--- src/rtl/spi_port_pkg.sv ---
package spi_port_pkg;
  localparam int CTRL_W  = 6;
  localparam int EN_BIT  = 5;
  localparam int POL_BIT = 4;

  typedef struct packed {
    logic load;     // copy the write byte into the shift register
    logic sample;   // capture the input bit (leading edge)
    logic shift;    // advance the shift register (trailing edge)
    logic done;     // last bit of the byte shifted in
    logic collide;  // write arrived while busy
    logic flush;    // port disabled: clear flags
    logic rd;       // buffer read
    logic sdiBit;   // input bit to capture
  } strobe_t;
endpackage

--- src/rtl/spi_port_ctrl.sv ---
module spi_port_ctrl
  import spi_port_pkg::*;
#(
  parameter int DATA_W = 8,
  parameter int DIV0   = 4,
  parameter int DIV1   = 16,
  parameter int DIV2   = 64,
  parameter int SYNC_W = 2
) (
  input  logic              clk,
  input  logic              rstN,
  input  logic              ctrlWr,
  input  logic [CTRL_W-1:0] ctrlData,
  input  logic              bufWr,
  input  logic              bufRd,
  input  logic              sckIn,
  input  logic              sdi,
  input  logic              ssN,
  output strobe_t           stb,
  output logic              busy,
  output logic              sckOut,
  output logic              sdoOe
);
  localparam int CNT_W = (DIV2 / 2 > 1) ? $clog2(DIV2 / 2) : 1;
  localparam int BIT_W = $clog2(DATA_W);
  localparam logic [CNT_W-1:0] HALF0 = CNT_W'(DIV0 / 2 - 1);
  localparam logic [CNT_W-1:0] HALF1 = CNT_W'(DIV1 / 2 - 1);
  localparam logic [CNT_W-1:0] HALF2 = CNT_W'(DIV2 / 2 - 1);
  localparam logic [BIT_W-1:0] LAST_BIT = BIT_W'(DATA_W - 1);

  logic [CTRL_W-1:0] ctrlReg;
  logic [CNT_W-1:0]  divCnt, halfLim;
  logic [BIT_W-1:0]  bitCnt;
  logic              phase, xferOn;
  logic [SYNC_W-1:0] sckS, ssS, sdiS;
  logic              sckPrev;

  logic enable, pol, isMaster, isSlave, ssUse, slaveGo;
  logic tick, mLead, mTrail, sLevel, sPrevLevel, sLead, sTrail;
  logic lead, trail, lastBit, active;

  assign enable   = ctrlReg[EN_BIT];
  assign pol      = ctrlReg[POL_BIT];
  assign isMaster = enable && (ctrlReg[3:2] == 2'b00);
  assign isSlave  = enable && (ctrlReg[3:1] == 3'b010);
  assign ssUse    = !ctrlReg[0];
  assign slaveGo  = isSlave && !(ssUse && ssS[SYNC_W-1]);
  assign active   = isMaster || isSlave;

  always_comb begin
    unique case (ctrlReg[1:0])
      2'b00:   halfLim = HALF0;
      2'b01:   halfLim = HALF1;
      default: halfLim = HALF2;
    endcase
  end

  assign tick       = xferOn && (divCnt == halfLim);
  assign mLead      = tick && !phase;
  assign mTrail     = tick && phase;
  assign sLevel     = sckS[SYNC_W-1] ^ pol;
  assign sPrevLevel = sckPrev ^ pol;
  assign sLead      = slaveGo && sLevel && !sPrevLevel;
  assign sTrail     = slaveGo && !sLevel && sPrevLevel;
  assign lead       = mLead || sLead;
  assign trail      = mTrail || sTrail;
  assign lastBit    = trail && (bitCnt == LAST_BIT);

  assign busy   = isMaster ? xferOn : (slaveGo && ((bitCnt != '0) || sLevel));
  assign sckOut = pol ^ phase;
  assign sdoOe  = isMaster || slaveGo;

  always_comb begin
    stb         = '0;
    stb.load    = bufWr && active && !busy;
    stb.collide = bufWr && active && busy;
    stb.sample  = lead;
    stb.shift   = trail;
    stb.done    = lastBit;
    stb.flush   = !enable;
    stb.rd      = bufRd;
    stb.sdiBit  = isMaster ? sdi : sdiS[SYNC_W-1];
  end

  // control register and input synchronisers
  always_ff @(posedge clk or negedge rstN) begin
    if (!rstN) begin
      ctrlReg <= '0;
      sckS    <= '0;
      sckPrev <= 1'b0;
      ssS     <= '1;
      sdiS    <= '0;
    end else begin
      if (ctrlWr) ctrlReg <= ctrlData;
      sckS    <= {sckS[SYNC_W-2:0], sckIn};
      sckPrev <= sckS[SYNC_W-1];
      ssS     <= {ssS[SYNC_W-2:0], ssN};
      sdiS    <= {sdiS[SYNC_W-2:0], sdi};
    end
  end

  // master clock generator
  always_ff @(posedge clk or negedge rstN) begin
    if (!rstN) begin
      xferOn <= 1'b0;
      phase  <= 1'b0;
      divCnt <= '0;
    end else if (!isMaster) begin
      xferOn <= 1'b0;
      phase  <= 1'b0;
      divCnt <= '0;
    end else if (stb.load) begin
      xferOn <= 1'b1;
      phase  <= 1'b0;
      divCnt <= '0;
    end else if (xferOn) begin
      if (tick) begin
        divCnt <= '0;
        phase  <= !phase;
        if (lastBit) xferOn <= 1'b0;
      end else begin
        divCnt <= divCnt + 1'b1;
      end
    end
  end

  // bit counter shared by both roles
  always_ff @(posedge clk or negedge rstN) begin
    if (!rstN) begin
      bitCnt <= '0;
    end else if (!(isMaster || slaveGo)) begin
      bitCnt <= '0;
    end else if (trail) begin
      bitCnt <= lastBit ? '0 : bitCnt + 1'b1;
    end
  end
endmodule

--- src/rtl/spi_port_dp.sv ---
module spi_port_dp
  import spi_port_pkg::*;
#(
  parameter int DATA_W = 8
) (
  input  logic              clk,
  input  logic              rstN,
  input  strobe_t           stb,
  input  logic [DATA_W-1:0] bufWrData,
  output logic              sdo,
  output logic [DATA_W-1:0] bufData,
  output logic              bufFull,
  output logic              overflow,
  output logic              wrCollision
);
  logic [DATA_W-1:0] shiftReg, nextByte;
  logic              sampled;

  assign nextByte = {shiftReg[DATA_W-2:0], sampled};
  assign sdo      = shiftReg[DATA_W-1];

  always_ff @(posedge clk or negedge rstN) begin
    if (!rstN) begin
      shiftReg <= '0;
      sampled  <= 1'b0;
    end else begin
      if (stb.load)        shiftReg <= bufWrData;
      else if (stb.shift)  shiftReg <= nextByte;
      if (stb.sample)      sampled  <= stb.sdiBit;
    end
  end

  always_ff @(posedge clk or negedge rstN) begin
    if (!rstN) begin
      bufData     <= '0;
      bufFull     <= 1'b0;
      overflow    <= 1'b0;
      wrCollision <= 1'b0;
    end else if (stb.flush) begin
      bufFull     <= 1'b0;
      overflow    <= 1'b0;
      wrCollision <= 1'b0;
    end else begin
      if (stb.collide) wrCollision <= 1'b1;
      if (stb.done) begin
        if (bufFull && !stb.rd) begin
          overflow <= 1'b1;
        end else begin
          bufData <= nextByte;
          bufFull <= 1'b1;
        end
      end else if (stb.rd) begin
        bufFull <= 1'b0;
      end
    end
  end
endmodule

--- src/rtl/spi_port.sv ---
module spi_port
  import spi_port_pkg::*;
#(
  parameter int DATA_W = 8,
  parameter int DIV0   = 4,
  parameter int DIV1   = 16,
  parameter int DIV2   = 64,
  parameter int SYNC_W = 2
) (
  input  logic              clk,
  input  logic              rstN,
  input  logic              ctrlWr,
  input  logic [CTRL_W-1:0] ctrlData,
  input  logic              bufWr,
  input  logic [DATA_W-1:0] bufWrData,
  input  logic              bufRd,
  output logic [DATA_W-1:0] bufData,
  output logic              busy,
  output logic              bufFull,
  output logic              overflow,
  output logic              wrCollision,
  output logic              sckOut,
  input  logic              sckIn,
  output logic              sdo,
  output logic              sdoOe,
  input  logic              sdi,
  input  logic              ssN
);
  strobe_t stb;

  spi_port_ctrl #(
    .DATA_W(DATA_W), .DIV0(DIV0), .DIV1(DIV1), .DIV2(DIV2), .SYNC_W(SYNC_W)
  ) u_ctrl (
    .clk(clk), .rstN(rstN), .ctrlWr(ctrlWr), .ctrlData(ctrlData),
    .bufWr(bufWr), .bufRd(bufRd), .sckIn(sckIn), .sdi(sdi), .ssN(ssN),
    .stb(stb), .busy(busy), .sckOut(sckOut), .sdoOe(sdoOe)
  );

  spi_port_dp #(.DATA_W(DATA_W)) u_dp (
    .clk(clk), .rstN(rstN), .stb(stb), .bufWrData(bufWrData),
    .sdo(sdo), .bufData(bufData), .bufFull(bufFull),
    .overflow(overflow), .wrCollision(wrCollision)
  );
endmodule

--- config.mk ---
export PLATFORM = sky130hd
export DESIGN_NAME = spi_port
export DESIGN_NICKNAME = d
export VERILOG_FILES = /design/src/rtl/spi_port_pkg.sv /design/src/rtl/spi_port_ctrl.sv /design/src/rtl/spi_port_dp.sv /design/src/rtl/spi_port.sv
export SDC_FILE = /design/constraint.sdc
export NUM_CORES = 1
export LEC_CHECK = 0
export ABC_AREA = 1
export BUFFER_PORTS_ARGS = -buffer_cell sky130_fd_sc_hd__buf_2
export CORE_ASPECT_RATIO = 1.2
export CORE_MARGIN = 2
export CORE_UTILIZATION = 23
export CTS_CLUSTER_SIZE = 24
export DETAILED_ROUTE_END_ITERATION = 7
export PLACE_DENSITY = 0.46
export SYNTH_ARGS = -nofsm -noshare
export SYNTH_HDL_FRONTEND = slang
export SYNTH_SLANG_ARGS = --single-unit
--- constraint.sdc ---
create_clock -name clk -period 4.2 [get_ports clk]
set_clock_uncertainty 0.1 [all_clocks]
set_input_delay 0.42 -clock clk [delete_from_list [all_inputs] [get_ports clk]]
set_output_delay 0.42 -clock clk [all_outputs]
set_load 0.02 [all_outputs]
### Yosys cells after proc, flatten, opt, wreduce, memory -nomap -nowiden

Cells that the tools add are included.

| operators by class | value |
|---|---|
| reductions and logical operators | 37 |
| add/subtract/negate cells | 2 |
| equality and inequality tests | 12 |
| bitwise operators | 4 |
| mux-type cells | 30 |

Operator list:

| kind | number |
|---|---|
| $mux 1 | 20 |
| $mux 5 | 4 |
| $logic_and 1x1->1 | 17 |
| $mux 8 | 2 |
| $pmux 5 s2 | 1 |
| $mux 3 | 3 |
| $ne 3x3->1 const B | 3 |
| $logic_not 1->1 | 7 |
| $reduce_and 2->1 | 3 |
| $add 5x1->5 const B | 1 |
| $eq 5x5->1 | 1 |
| $logic_or 1x1->1 | 5 |
| $logic_not 2->1 | 2 |
| $ne 2x1->1 const B | 2 |
| $ne 2x2->1 const B | 2 |
| $add 3x1->3 const B | 1 |
| $eq 3x2->1 const B | 1 |
| $eq 3x3->1 const B | 1 |
| $ne 3x2->1 const B | 1 |
| $reduce_and 3->1 | 1 |
| $reduce_bool 3->1 | 1 |
| $xor 1x1->1 | 3 |
| $eq 2x1->1 const B | 1 |
| $reduce_bool 2->1 | 1 |
| $not 1->1 | 1 |

| word-level totals | value |
|---|---|
| bits of input ports | 22 |
| output and inout port bits | 15 |
| bits in registers | 43 |
| logic and storage cells | 100 |

### Longest topological paths before layout

Gate-level depths: netlist of the first run.

| logic depth | value |
|---|---|
| word-level depth | 13 |
| mapped depth | 10 |
| gate-level depth less buffers | 10 |

### Modules after synthesis

A second synthesis of the first run with hierarchy kept.

| unflattened totals | value |
|---|---|
| cells, all modules | 251 |
| area, all modules | 2112.0 um^2 |

Modules (own cells, without submodules):

| module | sequential area each (um^2) | cells an instance | area an instance (um^2) | times used |
|---|---|---|---|---|
| spi_port_ctrl | 578.1 | 155 | 1262.5 | 1 |
| spi_port_dp | 500.5 | 96 | 849.6 | 1 |

### Worst setup path before layout of the first run

Ideal clock, no wire load.

| timing | value |
|---|---|
| kind | register to register |
| from | reg u_ctrl.divCnt[3] |
| to | reg u_dp.bufData[0] |
| stages on the path, launching flop included | 9 |
| path buffers | 0 |
| arrival | 1335 ps |
| period minus slack after synthesis | 1554 ps |
| library setup time | 119 ps |
| path slack | 2646 ps |
| required time | 3981 ps |
| path through | dfrtp_1 -> o21ai_0 -> nand2_1 -> nor2_1 -> nand3_1 -> nand2_1 -> nand4_2 -> nand2_1 -> nand2_1 |

| between the ends | value |
|---|---|
| word-level cells in the longest chain between the ends | 6 |

Ends and longest elaborated chain:

| what | RTL line | source |
|---|---|---|
| from (decl) | spi_port_ctrl.sv:32 | `logic [CNT_W-1:0] divCnt, halfLim;` |
| from (signal assigned) | spi_port_ctrl.sv:122 | `divCnt <= divCnt + 1'b1;` |
| $eq 5x5->1 | spi_port_ctrl.sv:58 | `assign tick = xferOn && (divCnt == halfLim);` |
| $logic_and 1x1->1 | spi_port_ctrl.sv:58 |  |
| $logic_and 1x1->1 | spi_port_ctrl.sv:60 | `assign mTrail = tick && phase;` |
| $logic_or 1x1->1 | spi_port_ctrl.sv:66 | `assign trail = mTrail \|\| sTrail;` |
| $logic_and 1x1->1 | spi_port_ctrl.sv:67 | `assign lastBit = trail && (bitCnt == LAST_BIT);` |
| $reduce_and 3->1 (no line) | -- |  |
| to (signal assigned) | spi_port_dp.sv:49 | `bufData <= nextByte;` |
| to (decl) | spi_port_dp.sv:11 | `output logic [DATA_W-1:0] bufData,` |

No other way between the ends.
A chain may end at the register's enable or synchronous reset.

### Worst setup path in the final report of the first run

| timing | value |
|---|---|
| from | reg u_ctrl.ctrlReg[5] |
| to | out busy |

| between the ends | value |
|---|---|
| word-level cells in the longest chain between the ends | 4 |
| elaborated cells on any way between the ends | 5 |
| classes of those cells | mux (1); reduce/logical (4) |

Ends and longest elaborated chain:

| what | RTL line | source |
|---|---|---|
| from (decl) | spi_port_ctrl.sv:31 | `logic [CTRL_W-1:0] ctrlReg;` |
| from (signal assigned) | spi_port_ctrl.sv:94 | `if (ctrlWr) ctrlReg <= ctrlData;` |
| $logic_and 1x1->1 | spi_port_ctrl.sv:45 | `assign isSlave = enable && (ctrlReg[3:1] == 3'b010);` |
| $logic_and 1x1->1 | spi_port_ctrl.sv:47 | `assign slaveGo = isSlave && !(ssUse && ssS[SYNC_W-1]);` |
| $logic_and 1x1->1 | spi_port_ctrl.sv:69 | `assign busy = isMaster ? xferOn : (slaveGo && ((bitCnt != '0) \|\| sLevel));` |
| $mux 1 * | spi_port_ctrl.sv:69 |  |
| to (decl) | spi_port.sv:18 | `output logic busy,` |

Every way passes the cells marked *; elsewhere a longest branch is shown, timed or not.

==> results of run 1 <==
routing by layer:
metal	GRT usage, %	vias up	wire length (um)
met5	0	-	0
met4	3.518	0	72
met3	3.156	6	237
met2	14.92	37	2029
met1	13.99	742	2173
li1	-	829	-
kinds of logic after synthesis:
logic type	Yosys count	share of synthesized area (%)
flops	43	53.21
compound gates	27	8.148
mux	1	0.5555
simple gates	120	27.22
fa+ha+maj	4	2.469
buf+inv	33	6.667
xor+xnor	4	1.728
through the flow:
stage	hold slack (ns)	total power, mW	util, %
CTS	0.09964	0.9463	28.55
global route	0.09828	0.9834	28.55
detailed placement	0.2381	0.6044	27.17
finish	0.1143	0.9322	28.55
global placement	0.2333	0.6039	27.17
floorplan	0.02441	0.5569	-
sequential cells by signal, summed over array words and instances, names as in the netlist, 2 cells and up:
name / flops
u_dp.shiftReg: 8
u_ctrl.divCnt: 5
u_ctrl.sckS: 2
u_ctrl.ctrlReg: 6
u_ctrl.ssS: 2
u_ctrl.sdiS: 2
u_ctrl.bitCnt: 3
u_dp.bufData: 8
Yosys cell counts (all sizes together):
| cell type | instances |
|---|---|
| nor2 | 18 |
| clkbuf | 2 |
| clkinv | 1 |
| o211ai | 1 |
| ha | 4 |
| dfrtp | 41 |
| o31ai | 1 |
| nand2 | 69 |
| nand3b | 1 |
| mux2 | 1 |
| a21oi | 7 |
| nand3 | 19 |
| nand4 | 13 |
| inv | 28 |
| xor2 | 4 |
| dfstp | 2 |
| o22ai | 2 |
| o21ai | 16 |
| buf | 2 |
critical path, delay by kind of cell (launching register included):
family | cells | cell delay (ns)
flip-flops | 1 | 0.59
AND/OR/NAND/NOR | 4 | 0.48
buffers and inverters | 3 | 0.43
power by group through the flow:
stage	clock [mW]	combinational (mW)	sequential [mW]
floorplan	0	0.0656	0.491
global placement	0	0.106	0.498
detailed placement	0	0.106	0.498
CTS	0.350	0.106	0.490
global route	0.368	0.120	0.496
finish	0.339	0.103	0.491
path summary, 6_finish.rpt:
check	start	to	slack, ns	cells after the start
hold / removal	ssN	u_ctrl.ssS[0]$_DFF_PN1_	0.11	1
hold reg to reg	u_ctrl.ssS[0]$_DFF_PN1_	u_ctrl.ssS[1]$_DFF_PN1_	0.26	0
max in group asynchronous	rstN	u_ctrl.sckS[0]$_DFF_PN0_	3.22	1
setup reg to reg	u_ctrl.ctrlReg[5]$_DFFE_PN0P_	u_ctrl.phase$_DFFE_PN0P_	1.94	7
min in group asynchronous	rstN	u_dp.bufData[3]$_DFFE_PN0P_	0.17	1
setup / recovery	u_ctrl.ctrlReg[5]$_DFFE_PN0P_	busy	1.88	7
cell type report:
type,count,share of cell area [%]
Clock buffer,6,3.378
Clock inverter,2,1.433
Inverter,29,4.452
Multi-Input combinational cell,156,33.27
Sequential cell,43,44.11
Tap cell,117,5.988
Timing Repair Buffer,36,7.370
==> summary.txt, run 1 <==
Status
  – Status: finished clean

Final layout
  – Number of standard cells in the final layout excluding fillers: approximately 390
  – Cell area after layout: ~2400 sq um
  – Area occupied by registers: 1079 sq um
  – Final #Nets: 297
  – Filler cells: between 900 and 1000
  – Area of the multi-input gates: between 800 and 900 sq um
  – Commonest cells after routing, fill and taps aside: nand2_1, dfrtp_1, buf_2, inv_1, nand3_1
  – Antenna diode count: 0
  – Syn-to-layout area delta: 20.62%
  – Most frequent standard cell in the layout excluding fill and tap cells: nand2_1
  – Share of post-route cells with drive strength above 1: 22.79%

Setup path
  – Critical path arrival: approximately 1.8 ns
  – Path type of the worst setup path: flop to primary output
  – Highest-delay cell along the critical path: dfrtp_1
  – Most used cell, CP: nand2_1
  – Crit end category: primary output
  – Required time at the endpoint of the critical path: ~3.7 ns
  – Critical Path Source Type: flop
  – Maximum fanout along the worst path: 12
  – Worst-path cell chain: inv_2 -> nor2_4 -> nand2_4 -> inv_1 -> nand2_1 -> nand2_1 -> buf_2
  – Maximum single-stage delay on the critical path: 0.59 ns

Global routing
  – Number of antenna violations at the first check in global routing: 0
  – Total track usage: about 10%
  – Maximum number of pins on one net before global-route repair: 44
  – Wire length of the first global-routing pass: around 7.5 mm
  – Sum of overflow across all layers after global routing: 0
  – Via count of the first global-routing pass: ~1500

Synthesis
  – Post-synthesis net count: around 260
  – Cell taking the most area after synthesis: dfrtp_1
  – Syn_area_per_cell: between 8 and 9 sq um
  – Yosys warns: 0
  – Synth unique cells: 31
  – Sequential area share after synthesis: 53.21%
  – Netlist area before placement: about 2000 sq um
  – Leading post-synthesis cells by cell area: dfrtp_1, nand2_1, inv_1
  – Synthesis-stage register bit count: 43
  – Cells after Synth: ~230
  – Top cell type's share of synthesized area: about half

Flow run
  – Max-cap violations: 0

Timing
  – Tmin final: 2.316 ns
  – Final critical-path share of the clock period: 55.14%
  – Slew of the pin with the lowest slew margin: between 0.9 and 1 ns
  – Number of max-slew violations in the final report: 0
  – Slew Limit Headroom: a little over a third
  – RSZ-0062 raised after global routing: no
  – Setup slack of the critical path after layout: about 1.9 ns
  – Fmax: about 430 MHz
  – Setup-failing EPs final: 0
  – Total negative slack for setup checks: 0 ns
  – Hold violation count in the final report: 0

Detailed routing
  – Count of antenna-violating nets left after detailed routing: 0
  – DRC violations left: 0
  – Detail-routed via count per cell: about 4.1
  – Routed Wire Length: between 4 and 5 mm
  – Initial DRC Count: 56
  – Avg WL per Cell: between 10 and 15 um
  – TritonRoute pass-1 iters: 4
  – Via count: around 1600

Place
  – Dpl cell area: 2327 sq um
  – Total of buffers placed on input and output ports: 36
  – Placer congestion estimate: 0.7677
  – Dpl ws: around 1.9 ns
  – Sum of net half-perimeters after detailed placement: 3.388 mm
  – Cells after DPL: roughly 380

CTS
  – Cell at the root of the clock tree: clkbuf_8
  – TritonCTS clock tree: done
  – CTS hold repair buffers: 0
  – CTS H-tree depth: 2
  – Sinks on the clock net: 43
  – Clock buffer depth: 2
  – Count of instances resized after the clock tree is built: 0
  – Worst skew pair latency: about 0.30 ns
  – Number of buffers inserted by post-CTS setup repair: 0
  – Number of CTS-inserted buffers: 5
  – Clock transition at the registers of the reported paths: 0.08 ns

Floorplan
  – Initial core utilization: between 20% and 30%
  – Area enclosed by the die boundary: ~9600 sq um
  – X dimension of the die: between 80 and 90 um
  – Top Ports: 37
  – Height of the chip: about 110 um
  – Core Region: approximately 8600 sq um
  – Std cell rows: 37

Power
  – Share of total power in sequential cells: ~53%
  – Clock share of power: between 30% and 40%
  – Combinational power share: between 10% and 20%
  – P_sw: 0.2471 mW
  – Power per standard cell area: approximately 380 nW/um^2
  – Peak supply drop: roughly 0.17 mV
  – Switching share of power: between 20% and 30%
  – Internal power consumption: around 0.7 mW
  – Leakage power: 1.231 nW

Worst hold path
  – Class of the worst hold path: primary input to flop
Note: power is estimated with default switching activity, not from simulation.
==> run 2, diff against run 1 <==
--- a/config.mk
+++ b/config.mk
@@ -5,7 +5,7 @@
 export SDC_FILE = /design/constraint.sdc
 export NUM_CORES = 1
 export LEC_CHECK = 0
-export ABC_AREA = 1
+export ABC_AREA = 0
 export BUFFER_PORTS_ARGS = -buffer_cell sky130_fd_sc_hd__buf_2
 export CORE_ASPECT_RATIO = 1.2
 export CORE_MARGIN = 2
==> constraint.sdc (replaced) <==
create_clock -name clk -period 2.4 [get_ports clk]
set_clock_uncertainty 0.1 [all_clocks]
set_input_delay 0.24 -clock clk [delete_from_list [all_inputs] [get_ports clk]]
set_output_delay 0.24 -clock clk [all_outputs]
set_load 0.02 [all_outputs]
==> run 2 against run 1 <==
Compared with the run above:
- sequential cell count unchanged
- count of clock-buffer cells in the layout unchanged
- non-clock buffer count up 8
- critical path depth down 3
- synthesized cell count down 28%
- combinational power up 74%
- largest cell class unchanged
- largest power group unchanged
==> summary.txt, run 2 <==
Synthesis
  – Leading post-synthesis cells by cell area: dfrtp_1, mux2_2, mux2i_1
  – Number of synthesized flops with an enable pin: 0 (unchanged)
  – Commonest cells post-synth: dfrtp_1, nor2_1, mux2_2
  – Synth unique cells: 34 (+9.7%)
  – Yosys warns: 0 (unchanged)
  – Post-synth ARST share: 100.0% (unchanged)
  – Synthesis-stage register bit count: 43 (unchanged)
  – Sequential area share after synthesis: 55.26% (+2.0 points)
  – Cell taking the most area after synthesis: dfrtp_1
  – Post-synthesis net count: 194 (-25%)
  – Top cell type's share of synthesized area: 52.56% (+1.9 points)
  – Cells after Synth: 168 (-28%)
  – Netlist area before placement: 1952 sq um (-3.7%)
  – Predominant post-synthesis flop cell: dfrtp_1
  – Most instantiated library cell after synthesis: dfrtp_1
  – Syn_area_per_cell: 11.62 sq um (+33%)

Power
  – Power per standard cell area: 629.6 nW/um^2 (+65%)
  – Power, Total: 1.523 mW (+63%)
  – Peak supply drop: 0.4104 mV (+150%)
  – Leakage power: 1.117 nW (-9.3%)

Setup path
  – Maximum single-stage delay on the critical path: 0.54 ns (-0.05 ns)
  – Maximum fanout along the worst path: 8 (-4)
  – Path type of the worst setup path: flop to primary output
  – Family with the most delay on the worst path: simple AND/OR/NAND/NOR gates
  – Reg-to-reg startpoint: u_ctrl.ctrlReg[1]$_DFFE_PN0P_
  – Required time at the endpoint of the critical path: 2.06 ns (-1.62 ns)
  – Critical Path Source Type: flop
  – Worst-path cell chain: nor3b_2 -> a21oi_1 -> inv_1 -> buf_2
  – Number of buffer and inverter instances along the worst setup path: 2 (-1)
  – Highest-delay cell along the critical path: nor3b_2
  – Critical path arrival: 1.79 ns (about the same)
  – Path depth of the worst reg2reg path: 6 (-1)
  – Crit end category: primary output
  – Worst-case register-to-register setup slack: 0.40 ns (-1.54 ns)
  – Worst flop-to-flop path endpoint: u_dp.shiftReg[1]$_DFFE_PN0P_

Timing
  – Hold violation count in the final report: 0 (unchanged)
  – Setup-failing EPs final: 0 (unchanged)
  – RSZ-0062 raised after global routing: no
  – Slew of the pin with the lowest slew margin: 0.5613 ns (-0.4056 ns)
  – Number of max-slew violations in the final report: 0 (unchanged)
  – Total negative slack for setup checks: 0 ns (unchanged)
  – Fmax: ~470 MHz
  – Tmin final: 2.130 ns
  – Final critical-path share of the clock period: ~89%
  – Slew Limit Headroom: 62.42% (+27 points)

Global routing
  – Wire length of the first global-routing pass: 7.031 mm (-5.6%)
  – Total track usage: 10.05% (-0.10 points)
  – Number of antenna violations at the first check in global routing: 0 (unchanged)
  – Via count of the first global-routing pass: 1407 (-6.5%)
  – Maximum number of pins on one net before global-route repair: 21 (-52%)
  – Sum of overflow across all layers after global routing: 0 (unchanged)

Detailed routing
  – Routed Wire Length: 4.257 mm (-5.7%)
  – Via count: 1365 (-15%)
  – Avg WL per Cell: 12.90 um (+11%)
  – TritonRoute pass-1 iters: 4 (unchanged)
  – DRC violations left: 0 (unchanged)
  – Initial DRC Count: 60 (+7.1%)
  – Count of antenna-violating nets left after detailed routing: 0 (unchanged)
  – Detail-routed via count per cell: 4.136 (-0.31%)

CTS
  – Number of CTS-inserted buffers: 5 (unchanged)
  – Sinks on the clock net: 43 (unchanged)
  – Cell at the root of the clock tree: clkbuf_8
  – TritonCTS clock tree: done
  – Clock transition at the registers of the reported paths: 0.09 ns (about the same)
  – Worst skew pair latency: 0.30 ns (about the same)
  – Count of instances resized after the clock tree is built: 0 (unchanged)
  – CTS H-tree depth: 2 (unchanged)
  – Clock buffer depth: 2 (unchanged)

Final layout
  – Most frequent standard cell in the layout excluding fill and tap cells: dfrtp_1
  – Largest registers: u_dp.bufData: 8 flops, u_dp.shiftReg: 8 flops, u_ctrl.ctrlReg: 6 flops
  – Filler cells: 894 (-3.9%)
  – Share of post-route cells with drive strength above 1: 32.41% (+9.6 points)
  – Commonest cells after routing, fill and taps aside: dfrtp_1, buf_2, nor2_1, mux2_2, a21oi_1
  – Final #Nets: 241 (-19%)
  – Antenna diode count: 0 (unchanged)
  – Syn-to-layout area delta: 23.97%

Status
  – Status: finished clean

Worst hold path
  – Depth of the worst hold-timing path: 2 (+1)
  – Sink of the worst hold path: u_ctrl.ctrlReg[4]$_DFFE_PN0P_
  – Hold path start: ctrlData[4]
  – Class of the worst hold path: primary input to flop

Place
  – Sum of net half-perimeters after detailed placement: 3.118 mm (-7.9%)
  – Total of buffers placed on input and output ports: 36 (unchanged)
  – Placer congestion estimate: 0.7592 (-1.1%)

Floorplan
  – Area enclosed by the die boundary: 9242 sq um (-3.5%)
  – Top Ports: 37 (unchanged)
  – Height of the chip: 104.9 um (-1.8%)
  – X dimension of the die: 88.10 um (-1.8%)
  – Std cell rows: 36 (-2.7%)
  – Initial core utilization: 23.81% (+0.14 points)
  – Core Region: 8198 sq um (-4.3%)

Flow run
  – Max-cap violations: 0 (unchanged)
-- run 2: cell types whose count changed in the layout (fill, tap and decap cells not counted), moves of 3 or more --
cell,previous run,this run
nand2_1,68,9
inv_1,23,7
mux2_2,1,15
mux2i_1,0,11
nand3_1,17,7
nand4_1,12,2
a21oi_1,5,13
inv_2,5,0
o21ai_0,9,4
o21ai_1,5,0
buf_4,0,4
dlygate4sd3_1,0,4
nand2b_1,0,4
or3_1,0,3
-- run 2: worst max-delay path by stage --
stage                                             start                            to  slack [ns]  depth (start not counted)
after floorplan           u_ctrl.ctrlReg[1]$_DFFE_PN0P_   u_dp.bufData[0]$_DFFE_PN0P_        0.55                          5
after global placement    u_ctrl.ctrlReg[1]$_DFFE_PN0P_  u_dp.shiftReg[1]$_DFFE_PN0P_        0.40                          6
after detailed placement  u_ctrl.ctrlReg[1]$_DFFE_PN0P_  u_dp.shiftReg[1]$_DFFE_PN0P_        0.40                          6
after CTS                 u_ctrl.ctrlReg[5]$_DFFE_PN0P_                         sdoOe        0.18                          4
after global routing      u_ctrl.ctrlReg[5]$_DFFE_PN0P_                         sdoOe        0.05                          4
final                     u_ctrl.ctrlReg[5]$_DFFE_PN0P_                         sdoOe        0.27                          4
-- run 2: per-stage QoR --
stage	cells	area (sq um)	hold WS (ns)	setup slack [ns]	utilization [%]
6_report	330	2420	0.06028	0.2699	29.52
5_1_grt	330	2420	0.05615	0.04838	29.52
4_1_cts	330	2420	0.04987	0.1839	29.52
3_5_place_dp	318	2281	0.1522	0.4046	27.82
3_3_place_gp	318	2281	0.1381	0.3994	27.82
2_1_floorplan	168	1952	-0.1556	0.5476	-
-- run 2: per-layer routing --
layer | share of wire [%] | track usage (%) | wire (um) | up-vias
li1 | - | - | - | 679
met1 | 49 | 13.66 | 2075 | 649
met2 | 46 | 14.99 | 1967 | 33
met3 | 3.9 | 2.686 | 168 | 4
met4 | 1.1 | 4.221 | 46 | 0
met5 | 0 | 0 | 0 | -
-- run 2: area by class of cell --
cell class                 count  area [sq um]  area share, %
clock buffer                   6         82.58          3.413
clock inverter                 2         16.27         0.6722
inverter                       7         26.28          1.086
multi-input combinational    114         823.3          34.02
sequential                    43          1079          44.57
tap                          114         142.6          5.895
timing repair buffer          44         250.2          10.34
-- run 2: cell families (layout without fill, tap and decap cells) --
family	Yosys count	count (layout)	synth area share (%)
compound gates	24	24	7.308
xor+xnor	6	6	2.692
fa+ha+maj	4	4	2.564
buf+inv	11	59	2.564
flops	43	43	55.26
mux	26	26	14.29
simple gates	54	54	15.32
-- run 2: power breakdown --
part           total, mW  internal (mW)  switching (mW)
combinational      0.179         0.0870          0.0915
sequential         0.846          0.792          0.0538
clock              0.499          0.235           0.264
-- run 2: timing repair --
action                                 4_1_cts  5_1_grt
endpoints found under the hold margin       19        0
hold buffers                                 4        0
buffers inserted                             0        0
